--- src/rtl/ppc_pkg.sv ---
package ppc_pkg;
  localparam logic [7:0] A_DATA = 8'h60;
  localparam logic [7:0] A_CMD  = 8'h61;
  localparam logic [7:0] A_CTRL = 8'h62;
  localparam logic [7:0] A_DIV  = 8'h63;
  localparam logic [7:0] A_PEND = 8'h64;
  localparam logic [7:0] A_LVL  = 8'h65;
  localparam int CTRL_DIR = 7;
  localparam int CTRL_FEN = 6;
  localparam int N_CTL = 4;
  // control line index order in the level vector
  localparam int L_SEL  = 0;
  localparam int L_STB  = 1;
  localparam int L_ACK  = 2;
  localparam int L_INIT = 3;
  localparam logic [1:0] PEND_CMD  = 2'b10;
  localparam logic [1:0] PEND_DATA = 2'b01;
endpackage

--- src/rtl/ppc_tick_div.sv ---
module ppc_tick_div #(
  parameter int DIV_W = 8
) (
  input  logic             clk,
  input  logic             rst,
  input  logic [DIV_W-1:0] div_i,
  output logic             tick_o
);
  logic [DIV_W-1:0] cnt_q;

  always_ff @(posedge clk) begin
    if (rst) begin
      cnt_q  <= '0;
      tick_o <= 1'b0;
    end else if (cnt_q >= div_i) begin
      cnt_q  <= '0;
      tick_o <= 1'b1;
    end else begin
      cnt_q  <= cnt_q + 1'b1;
      tick_o <= 1'b0;
    end
  end

  AST_TICK_GAP: assert property (@(posedge clk) disable iff (rst)
    (tick_o && div_i != '0) ##1 (div_i != '0) |-> !tick_o);
endmodule

--- src/rtl/ppc_input_filter.sv ---
module ppc_input_filter #(
  parameter logic RST_LVL = 1'b1
) (
  input  logic clk,
  input  logic rst,
  input  logic en_i,
  input  logic tick_i,
  input  logic async_i,
  output logic lvl_o
);
  logic s1_q, s2_q;
  logic [1:0] hist_q;

  always_ff @(posedge clk) begin
    if (rst) begin
      s1_q <= RST_LVL;
      s2_q <= RST_LVL;
    end else begin
      s1_q <= async_i;
      s2_q <= s1_q;
    end
  end

  always_ff @(posedge clk) begin
    if (rst) begin
      hist_q <= {2{RST_LVL}};
      lvl_o  <= RST_LVL;
    end else if (!en_i) begin
      hist_q <= {2{s2_q}};
      lvl_o  <= s2_q;
    end else if (tick_i) begin
      hist_q <= {hist_q[0], s2_q};
      if (hist_q[1] == s2_q && hist_q[0] == s2_q)
        lvl_o <= s2_q;
    end
  end

  AST_FILT_HOLD: assert property (@(posedge clk) disable iff (rst)
    $past(en_i && !tick_i) |-> $stable(lvl_o));
endmodule

--- src/rtl/ppc_fwd_capture.sv ---
module ppc_fwd_capture #(
  parameter int DW = 8
) (
  input  logic          clk,
  input  logic          rst,
  input  logic          dir_i,
  input  logic          stb_i,
  input  logic          ack_i,
  input  logic [DW-1:0] bus_i,
  input  logic          pend_clr_i,
  output logic [DW-1:0] cap_o,
  output logic [1:0]    pend_o
);
  import ppc_pkg::*;
  logic stb_prev_q;
  logic fall;

  assign fall = stb_prev_q && !stb_i;

  always_ff @(posedge clk) begin
    if (rst) stb_prev_q <= 1'b1;
    else     stb_prev_q <= stb_i;
  end

  always_ff @(posedge clk) begin
    if (rst) begin
      cap_o  <= '0;
      pend_o <= '0;
    end else if (fall && !dir_i) begin
      cap_o  <= bus_i;
      pend_o <= ack_i ? PEND_DATA : PEND_CMD;
    end else if (pend_clr_i) begin
      pend_o <= '0;
    end
  end

  AST_PEND_SET: assert property (@(posedge clk) disable iff (rst)
    (fall && !dir_i) |=> (pend_o != 2'b00));
  AST_REV_NO_CAPTURE: assert property (@(posedge clk) disable iff (rst)
    dir_i |=> $stable(cap_o));
endmodule

--- src/rtl/ecp_port_capture.sv ---
module ecp_port_capture #(
  parameter int DW      = 8,
  parameter int AW      = 8,
  parameter int DIV_W   = 8,
  parameter int DIV_RST = 3
) (
  input  logic          clk,
  input  logic          rst,
  input  logic          host_sel_n_i,
  input  logic          host_stb_n_i,
  input  logic          host_ack_n_i,
  input  logic          host_init_n_i,
  input  logic [DW-1:0] pd_i,
  output logic [DW-1:0] pd_o,
  output logic          pd_oe_o,
  output logic          busy_o,
  input  logic          reg_wr_i,
  input  logic          reg_rd_i,
  input  logic [AW-1:0] reg_addr_i,
  input  logic [DW-1:0] reg_wdata_i,
  output logic [DW-1:0] reg_rdata_o,
  output logic          reg_rvalid_o
);
  import ppc_pkg::*;
  localparam int LVL_PAD = DW - N_CTL;

  logic             dir_q, fen_q, last_cmd_q;
  logic [DIV_W-1:0] div_q;
  logic [DW-1:0]    data_q, cmd_q, bus_s1_q, bus_s2_q, cap;
  logic [1:0]       pend;
  logic             tick, pend_clr;
  logic [N_CTL-1:0] raw, lvl;
  logic             wr_data, wr_cmd, wr_ctrl, wr_div;

  assign raw[L_SEL]  = host_sel_n_i;
  assign raw[L_STB]  = host_stb_n_i;
  assign raw[L_ACK]  = host_ack_n_i;
  assign raw[L_INIT] = host_init_n_i;

  ppc_tick_div #(.DIV_W(DIV_W)) i_div (
    .clk(clk), .rst(rst), .div_i(div_q), .tick_o(tick));

  for (genvar g = 0; g < N_CTL; g++) begin : g_filt
    ppc_input_filter #(.RST_LVL(1'b1)) i_filt (
      .clk(clk), .rst(rst), .en_i(fen_q), .tick_i(tick),
      .async_i(raw[g]), .lvl_o(lvl[g]));
  end

  always_ff @(posedge clk) begin
    if (rst) begin
      bus_s1_q <= '0;
      bus_s2_q <= '0;
    end else begin
      bus_s1_q <= pd_i;
      bus_s2_q <= bus_s1_q;
    end
  end

  assign pend_clr = reg_rd_i && reg_addr_i == AW'(A_PEND);

  ppc_fwd_capture #(.DW(DW)) i_cap (
    .clk(clk), .rst(rst), .dir_i(dir_q), .stb_i(lvl[L_STB]),
    .ack_i(lvl[L_ACK]), .bus_i(bus_s2_q), .pend_clr_i(pend_clr),
    .cap_o(cap), .pend_o(pend));

  assign wr_data = reg_wr_i && reg_addr_i == AW'(A_DATA);
  assign wr_cmd  = reg_wr_i && reg_addr_i == AW'(A_CMD);
  assign wr_ctrl = reg_wr_i && reg_addr_i == AW'(A_CTRL);
  assign wr_div  = reg_wr_i && reg_addr_i == AW'(A_DIV);

  always_ff @(posedge clk) begin
    if (rst) begin
      dir_q      <= 1'b0;
      fen_q      <= 1'b1;
      div_q      <= DIV_W'(DIV_RST);
      data_q     <= '0;
      cmd_q      <= '0;
      last_cmd_q <= 1'b0;
    end else begin
      if (wr_ctrl) begin
        dir_q <= reg_wdata_i[CTRL_DIR];
        fen_q <= reg_wdata_i[CTRL_FEN];
      end
      if (wr_div) div_q <= reg_wdata_i[DIV_W-1:0];
      if (wr_data) begin
        data_q     <= reg_wdata_i;
        last_cmd_q <= 1'b0;
      end
      if (wr_cmd) begin
        cmd_q      <= reg_wdata_i;
        last_cmd_q <= 1'b1;
      end
    end
  end

  always_ff @(posedge clk) begin
    if (rst) begin
      reg_rdata_o  <= '0;
      reg_rvalid_o <= 1'b0;
    end else begin
      reg_rvalid_o <= reg_rd_i;
      if (reg_rd_i) begin
        unique case (reg_addr_i)
          AW'(A_DATA): reg_rdata_o <= dir_q ? data_q : cap;
          AW'(A_CMD):  reg_rdata_o <= dir_q ? cmd_q : cap;
          AW'(A_CTRL): begin
            reg_rdata_o           <= '0;
            reg_rdata_o[CTRL_DIR] <= dir_q;
            reg_rdata_o[CTRL_FEN] <= fen_q;
          end
          AW'(A_DIV):  reg_rdata_o <= DW'(div_q);
          AW'(A_PEND): reg_rdata_o <= {{(DW-2){1'b0}}, pend};
          AW'(A_LVL):  reg_rdata_o <= {{LVL_PAD{1'b0}}, lvl};
          default:     reg_rdata_o <= '0;
        endcase
      end
    end
  end

  always_ff @(posedge clk) begin
    if (rst) begin
      pd_o    <= '0;
      pd_oe_o <= 1'b0;
      busy_o  <= 1'b0;
    end else begin
      pd_oe_o <= dir_q;
      pd_o    <= last_cmd_q ? cmd_q : data_q;
      busy_o  <= dir_q && !last_cmd_q;
    end
  end

  AST_BUSY_CMD: assert property (@(posedge clk) disable iff (rst)
    (wr_cmd && dir_q) ##1 (!reg_wr_i && dir_q) |=> !busy_o);
  AST_BUSY_DATA: assert property (@(posedge clk) disable iff (rst)
    (wr_data && dir_q) ##1 (!reg_wr_i && dir_q) |=> busy_o);
  AST_OE_REVERSE: assert property (@(posedge clk) disable iff (rst)
    (wr_ctrl && reg_wdata_i[CTRL_DIR]) ##1 !reg_wr_i |=> pd_oe_o);
endmodule

--- config.mk ---
export PLATFORM = sky130hd
export DESIGN_NAME = ecp_port_capture
export DESIGN_NICKNAME = d
export VERILOG_FILES = /design/src/rtl/ppc_pkg.sv /design/src/rtl/ppc_tick_div.sv /design/src/rtl/ppc_input_filter.sv /design/src/rtl/ppc_fwd_capture.sv /design/src/rtl/ecp_port_capture.sv
export SDC_FILE = /design/constraint.sdc
export NUM_CORES = 1
export LEC_CHECK = 0
export BUFFER_PORTS_ARGS = -buffer_cell sky130_fd_sc_hd__buf_2
export CORE_ASPECT_RATIO = 0.5
export CORE_MARGIN = 5
export CORE_UTILIZATION = 30
export CTS_BUF_LIST = sky130_fd_sc_hd__clkbuf_16
export CTS_CLUSTER_DIAMETER = 150
export DETAILED_ROUTE_END_ITERATION = 7
export PLACE_DENSITY = 0.5
export SYNTH_ARGS = -nofsm -noshare
export SYNTH_HDL_FRONTEND = slang
export SYNTH_SLANG_ARGS = --single-unit
--- constraint.sdc ---
create_clock -name clk -period 2.7 [get_ports clk]
set_clock_uncertainty 0.05 [all_clocks]
set_input_delay 0.54 -clock clk [delete_from_list [all_inputs] [get_ports clk]]
set_output_delay 0.54 -clock clk [all_outputs]
set_load 0.02 [all_outputs]
### After elaboration in Yosys (flattened, before gate mapping)

Index checks and enable logic that the tools add are counted.

| word-level totals | value |
|---|---|
| input bits | 32 |
| bits in registers | 102 |
| logic and storage cells | 107 |
| output and inout bits | 19 |

| operators by class | value |
|---|---|
| equal/unequal tests | 19 |
| multiplexer cells | 30 |
| reduce and logical (&&, ||, !) cells | 22 |
| $add $sub $neg | 1 |
| magnitude comparators | 1 |

Operators with widths:

| operator | number |
|---|---|
| $eq A8 B7 Y1 const B | 6 |
| $pmux W8 S6 | 1 |
| $mux W8 | 3 |
| $mux W2 | 11 |
| $mux W1 | 15 |
| $logic_and A1 B1 Y1 | 12 |
| $ne A2 B1 Y1 const B | 5 |
| $add A8 B1 Y8 const B | 1 |
| $eq A1 B1 Y1 | 8 |
| $ge A8 B8 Y1 | 1 |
| $reduce_and A2 Y1 | 4 |
| $reduce_bool A2 Y1 | 2 |
| $logic_not A1 Y1 | 3 |
| $reduce_or A2 Y1 | 1 |

### Longest topological paths before layout

| depth | value |
|---|---|
| depth in word-level cells | 5 |
| depth in mapped cells | 7 |
| depth with buffers taken out | 7 |

### Cells and area by module

From an unflattened synthesis, not the netlist that was laid out.

| unflattened totals | value |
|---|---|
| cells, all modules | 432 |
| area total of the unflattened synthesis | 4,461.8 µm² |

Modules (own cells, without submodules):

| module | times used | cells an instance | seq. area each (µm²) | area an instance (µm²) |
|---|---|---|---|---|
| ecp_port_capture | 1 | 259 | 1,241.2 | 2,555.0 |
| ppc_input_filter | 4 | 17 | 100.1 | 206.4 |
| ppc_tick_div | 1 | 59 | 180.2 | 590.6 |
| ppc_fwd_capture | 1 | 46 | 220.2 | 490.5 |

### Least setup slack after synthesis

Ideal clock, no wire load.

| timing path | value |
|---|---|
| kind | flip-flop to flip-flop |
| from | register i_div.cnt_q[0] |
| to | register i_div.cnt_q[2] |
| path slack | 0.943 ns |
| clock period less this slack | 1.757 ns |
| cell stages (with the launch flop) | 8 |
| setup time | 0.065 ns |
| path buffers | 0 |
| arrival | 1.642 ns |
| required time | 2.585 ns |
| cell sequence | dfxtp_1 inv_1 ha_1 nand2b_1 a211oi_1 o21bai_1 a2111o_1 nor2_1 |

| on the way | value |
|---|---|
| word-level cells in the longest chain between the ends | 2 |
| elaborated cells on any way between the ends | 3 |
| classes of those cells | add/sub (1); order compare (1); reduce/logical (1) |

RTL lines:

| element | RTL line | text |
|---|---|---|
| from (decl) | ppc_tick_div.sv:9 | `logic [DIV_W-1:0] cnt_q;` |
| from (signal assigned) | ppc_tick_div.sv:19 | `cnt_q <= cnt_q + 1'b1;` |
| $ge A8 B8 Y1 | ppc_tick_div.sv:15 | `end else if (cnt_q >= div_i) begin` |
| $reduce_or A2 Y1 (no line) | n/a |  |

Several ways; a longest one is shown, not always the timed one.
A chain may end at the register's enable or synchronous reset.

### Worst setup path after layout

| timing path | value |
|---|---|
| from | register i_div.cnt_q[0] |
| to | register i_div.cnt_q[3] |

Same word-level chain as after synthesis.

==> flow_summary.toml <==
[placed_design]
dpl.hpwl_mm = 6.72
numPortBuffers = 50
place_congestion = 0.780

[min_path]
hp-class = "in2reg"
worstHoldPathCells = 2

[global_route]
grt_pass1_vias = 3045
antenna_found_initial = 0
grt_max_degree = 28
gr-total-overflow = 0
grt_pass1_wl_mm = 15.8
grtUsageTotal_pct = 12.0

[cts]
ctsResizeCount = 0
cts_root_buf = "clkbuf_16"
clk_latency_ns = 0.35
cts_made_buffers = 9
cts_tree = "built"
postCtsSetupBuffers = 0
htreeDepth = 3
cts_hold_buf = 0
cts_num_sinks = 102
clock_path_buffers = 2
clk_pin_slew_ns = 0.07

[yosys]
syn_inst = 448
yosysMostFrequentCell = "dfxtp_1"
yosysWarnings = 0
ys_ff_latch = 102
synth_compound_area_share_pct = 11.4
synthTopCellsByArea = "dfxtp_1 (49%), mux2i_1 (11%), nor2_1 (4.8%)"
synth_top_area_share_pct = 48.5
synth_top_family_by_area = "simple AND/OR/NAND/NOR gates"
yosys.area_share.simple_pct = 19.4
syn_avg_cell_area_um2 = 9.40
synth_nets = 489
synth_cell_types = 40
synthFlopType = "dfxtp_1"
synth_edf_count = 0
async_flop_share_pct = 0
synth_xor_area_share_pct = 1.25
synth_fa_ha_area_share_pct = 2.68
synth_top_cell_by_area = "dfxtp_1"
syn-cell-area_um2 = 4210
synth-seq-area-share_pct = 48.5
synth_mux_area_share_pct = 12.3
synth_commonest_cells = "dfxtp_1 (102), nor2_1 (54), mux2i_1 (46), nand2_1 (38), nor2b_1 (23)"

[layout]
area_growth_pct = 17.6
insertedDiodeCount = 0
nets = 532
fillCellCount = 1435
fin_util_pct = 36.2
drive_gt1_share_pct = 19.2

[floorplan]
core_area_um2 = 13700
ios = 51
die_w_um = 178
row_count = 30
dieArea_um2 = 16600
start_util_pct = 30.8
die_y_um = 93.8

[sta]
hold_viol_final = 0
slew_violations = 0
rsz0062_at_grt = "no"
whs_ns = 0.317
period_share_pct = 73.2
timing.fmax_ghz = 0.506
finalSetupViolCount = 0
period_needed_ns = 1.98
finalSetupTns_ns = 0
tightestPinTransition_ns = 0.822
max_slew_margin_pct = 45.1

[route]
vias = 3052
ant_nets = 0
drc = 0
drt-wirelength-per-cell_um = 13.5
highest_layer = "met4"
wl_met1_mm = 4.79
wirelength_mm = 9.27
routed-wl-met3_um = 338
drt_iter0_markers = 154
met2RoutedLength_mm = 4.01
first_pass_iters = 5
viasPerCell = 4.44

[outcome]
outcome = "complete, no violations"

[power]
pwr_density_cell_nw_per_um2 = 634
p_sw_uw = 766
vdd_drop_max_mv = 0.245
pwr-share-comb_pct = 7.0
p_int_mw = 2.37
swShare_pct = 24.4
p_leak_nw = 2.05
power_frac_clock_pct = 42.5
pwr-share-seq_pct = 50.4

[worst_setup_path]
cp.arrival_ns = 2.21
start_kind = "register"
r2r_setup_slack_ns = 0.72
critPathKind = "reg2reg"
endpoint_kind = "register"
ff2ff_path_depth = 7
crit_path_max_fanout = 8
cp.required_ns = 2.93

[job]
max_cap_violations = 0
==> final cells by class <==
type                    count  area [um2]  share of cell area [%]
clock inverters             7        80.1                    1.62
well taps                 192         240                    4.85
repair buffers             57         303                    6.12
multi-input cells         300        1980                    40.0
inverters                  21        78.8                    1.59
clock buffers               9         225                    4.55
flip-flops and latches    102        2040                    41.3
==> critical path, cell delays in order, from the launching register on <==
cell and delay [ns]:
dfxtp_1 0.38, inv_1 0.06, ha_1 0.26, nand2b_1 0.14
a211oi_1 0.23, o21bai_1 0.13, a2111o_1 0.51, nor2_1 0.16
==> state kept, by name (all words and copies together), names as in the netlist <==
signal                count
pd_o                      8
data_q                    8
g_filt.i_filt.hist_q      8
bus_s1_q                  8
dir_q                     1
last_cmd_q                1
i_cap.stb_prev_q          1
busy_o                    1
i_div.cnt_q               8
reg_rdata_o               8
reg_rvalid_o              1
bus_s2_q                  8
i_div.tick_o              1
fen_q                     1
g_filt.i_filt.s1_q        4
pd_oe_o                   1
div_q                     8
i_cap.cap_o               8
g_filt.i_filt.lvl_o       4
cmd_q                     8
i_cap.pend_o              2
g_filt.i_filt.s2_q        4
==> layout by cell type (no fill, tap or decap), drive strengths merged, types with 3 or more instances in the layout <==
cell / netlist / final
a211o: 3 / 3
a211oi: 4 / 4
a21oi: 22 / 22
a32o: 4 / 4
and2: 3 / 3
buf: 9 / 57
clkbuf: 16 / 9
dfxtp: 102 / 102
ha: 9 / 9
inv: 21 / 24
mux2: 5 / 5
mux2i: 46 / 46
nand2: 38 / 38
nand2b: 10 / 10
nand3: 13 / 13
nor2: 54 / 54
nor2b: 23 / 23
o211ai: 4 / 4
o21ai: 16 / 16
o32ai: 7 / 7
or2: 13 / 13
xor2: 4 / 4
==> final timing paths <==
kind | to | startpoint
min reg2reg | g_filt[0].i_filt.s2_q | g_filt[0].i_filt.s1_q
min | g_filt[2].i_filt.s1_q | host_ack_n_i
max | i_div.cnt_q[3] | i_div.cnt_q[0]
max reg2reg | i_div.cnt_q[3] | i_div.cnt_q[0]
==> cell families after synthesis <==
| group | count (synthesis) |
|---|---|
| fa+ha+maj | 9 |
| flops | 102 |
| mux | 51 |
| buf+inv | 46 |
| xor+xnor | 6 |
| simple gates | 162 |
| compound gates | 72 |
==> power groups by stage <==
stage               combinational (mW)  clock (mW)  sequential (mW)
global route                     0.253        1.45             1.59
finish                           0.221        1.33             1.58
global placement                 0.223           0             1.62
detailed placement               0.223           0             1.62
floorplan                        0.165           0             1.60
CTS                              0.224        1.39             1.58
==> routing by layer <==
metal	up-vias	global-route usage, %
met2	40	18.2
met4	0	3.73
met1	1384	16.8
met5	-	0
li1	1616	-
met3	12	3.18
==> stage by stage <==
stage	setup WS, ns	instances	area [um2]	power [mW]
2_1_floorplan	0.943	448	4210	1.76
3_3_place_gp	0.673	672	4640	1.84
3_5_place_dp	0.664	672	4640	1.84
4_1_cts	0.700	688	4950	3.19
5_1_grt	0.556	688	4950	3.29
6_report	0.724	688	4950	3.14
No activity file was read; power rests on OpenSTA's default activity.
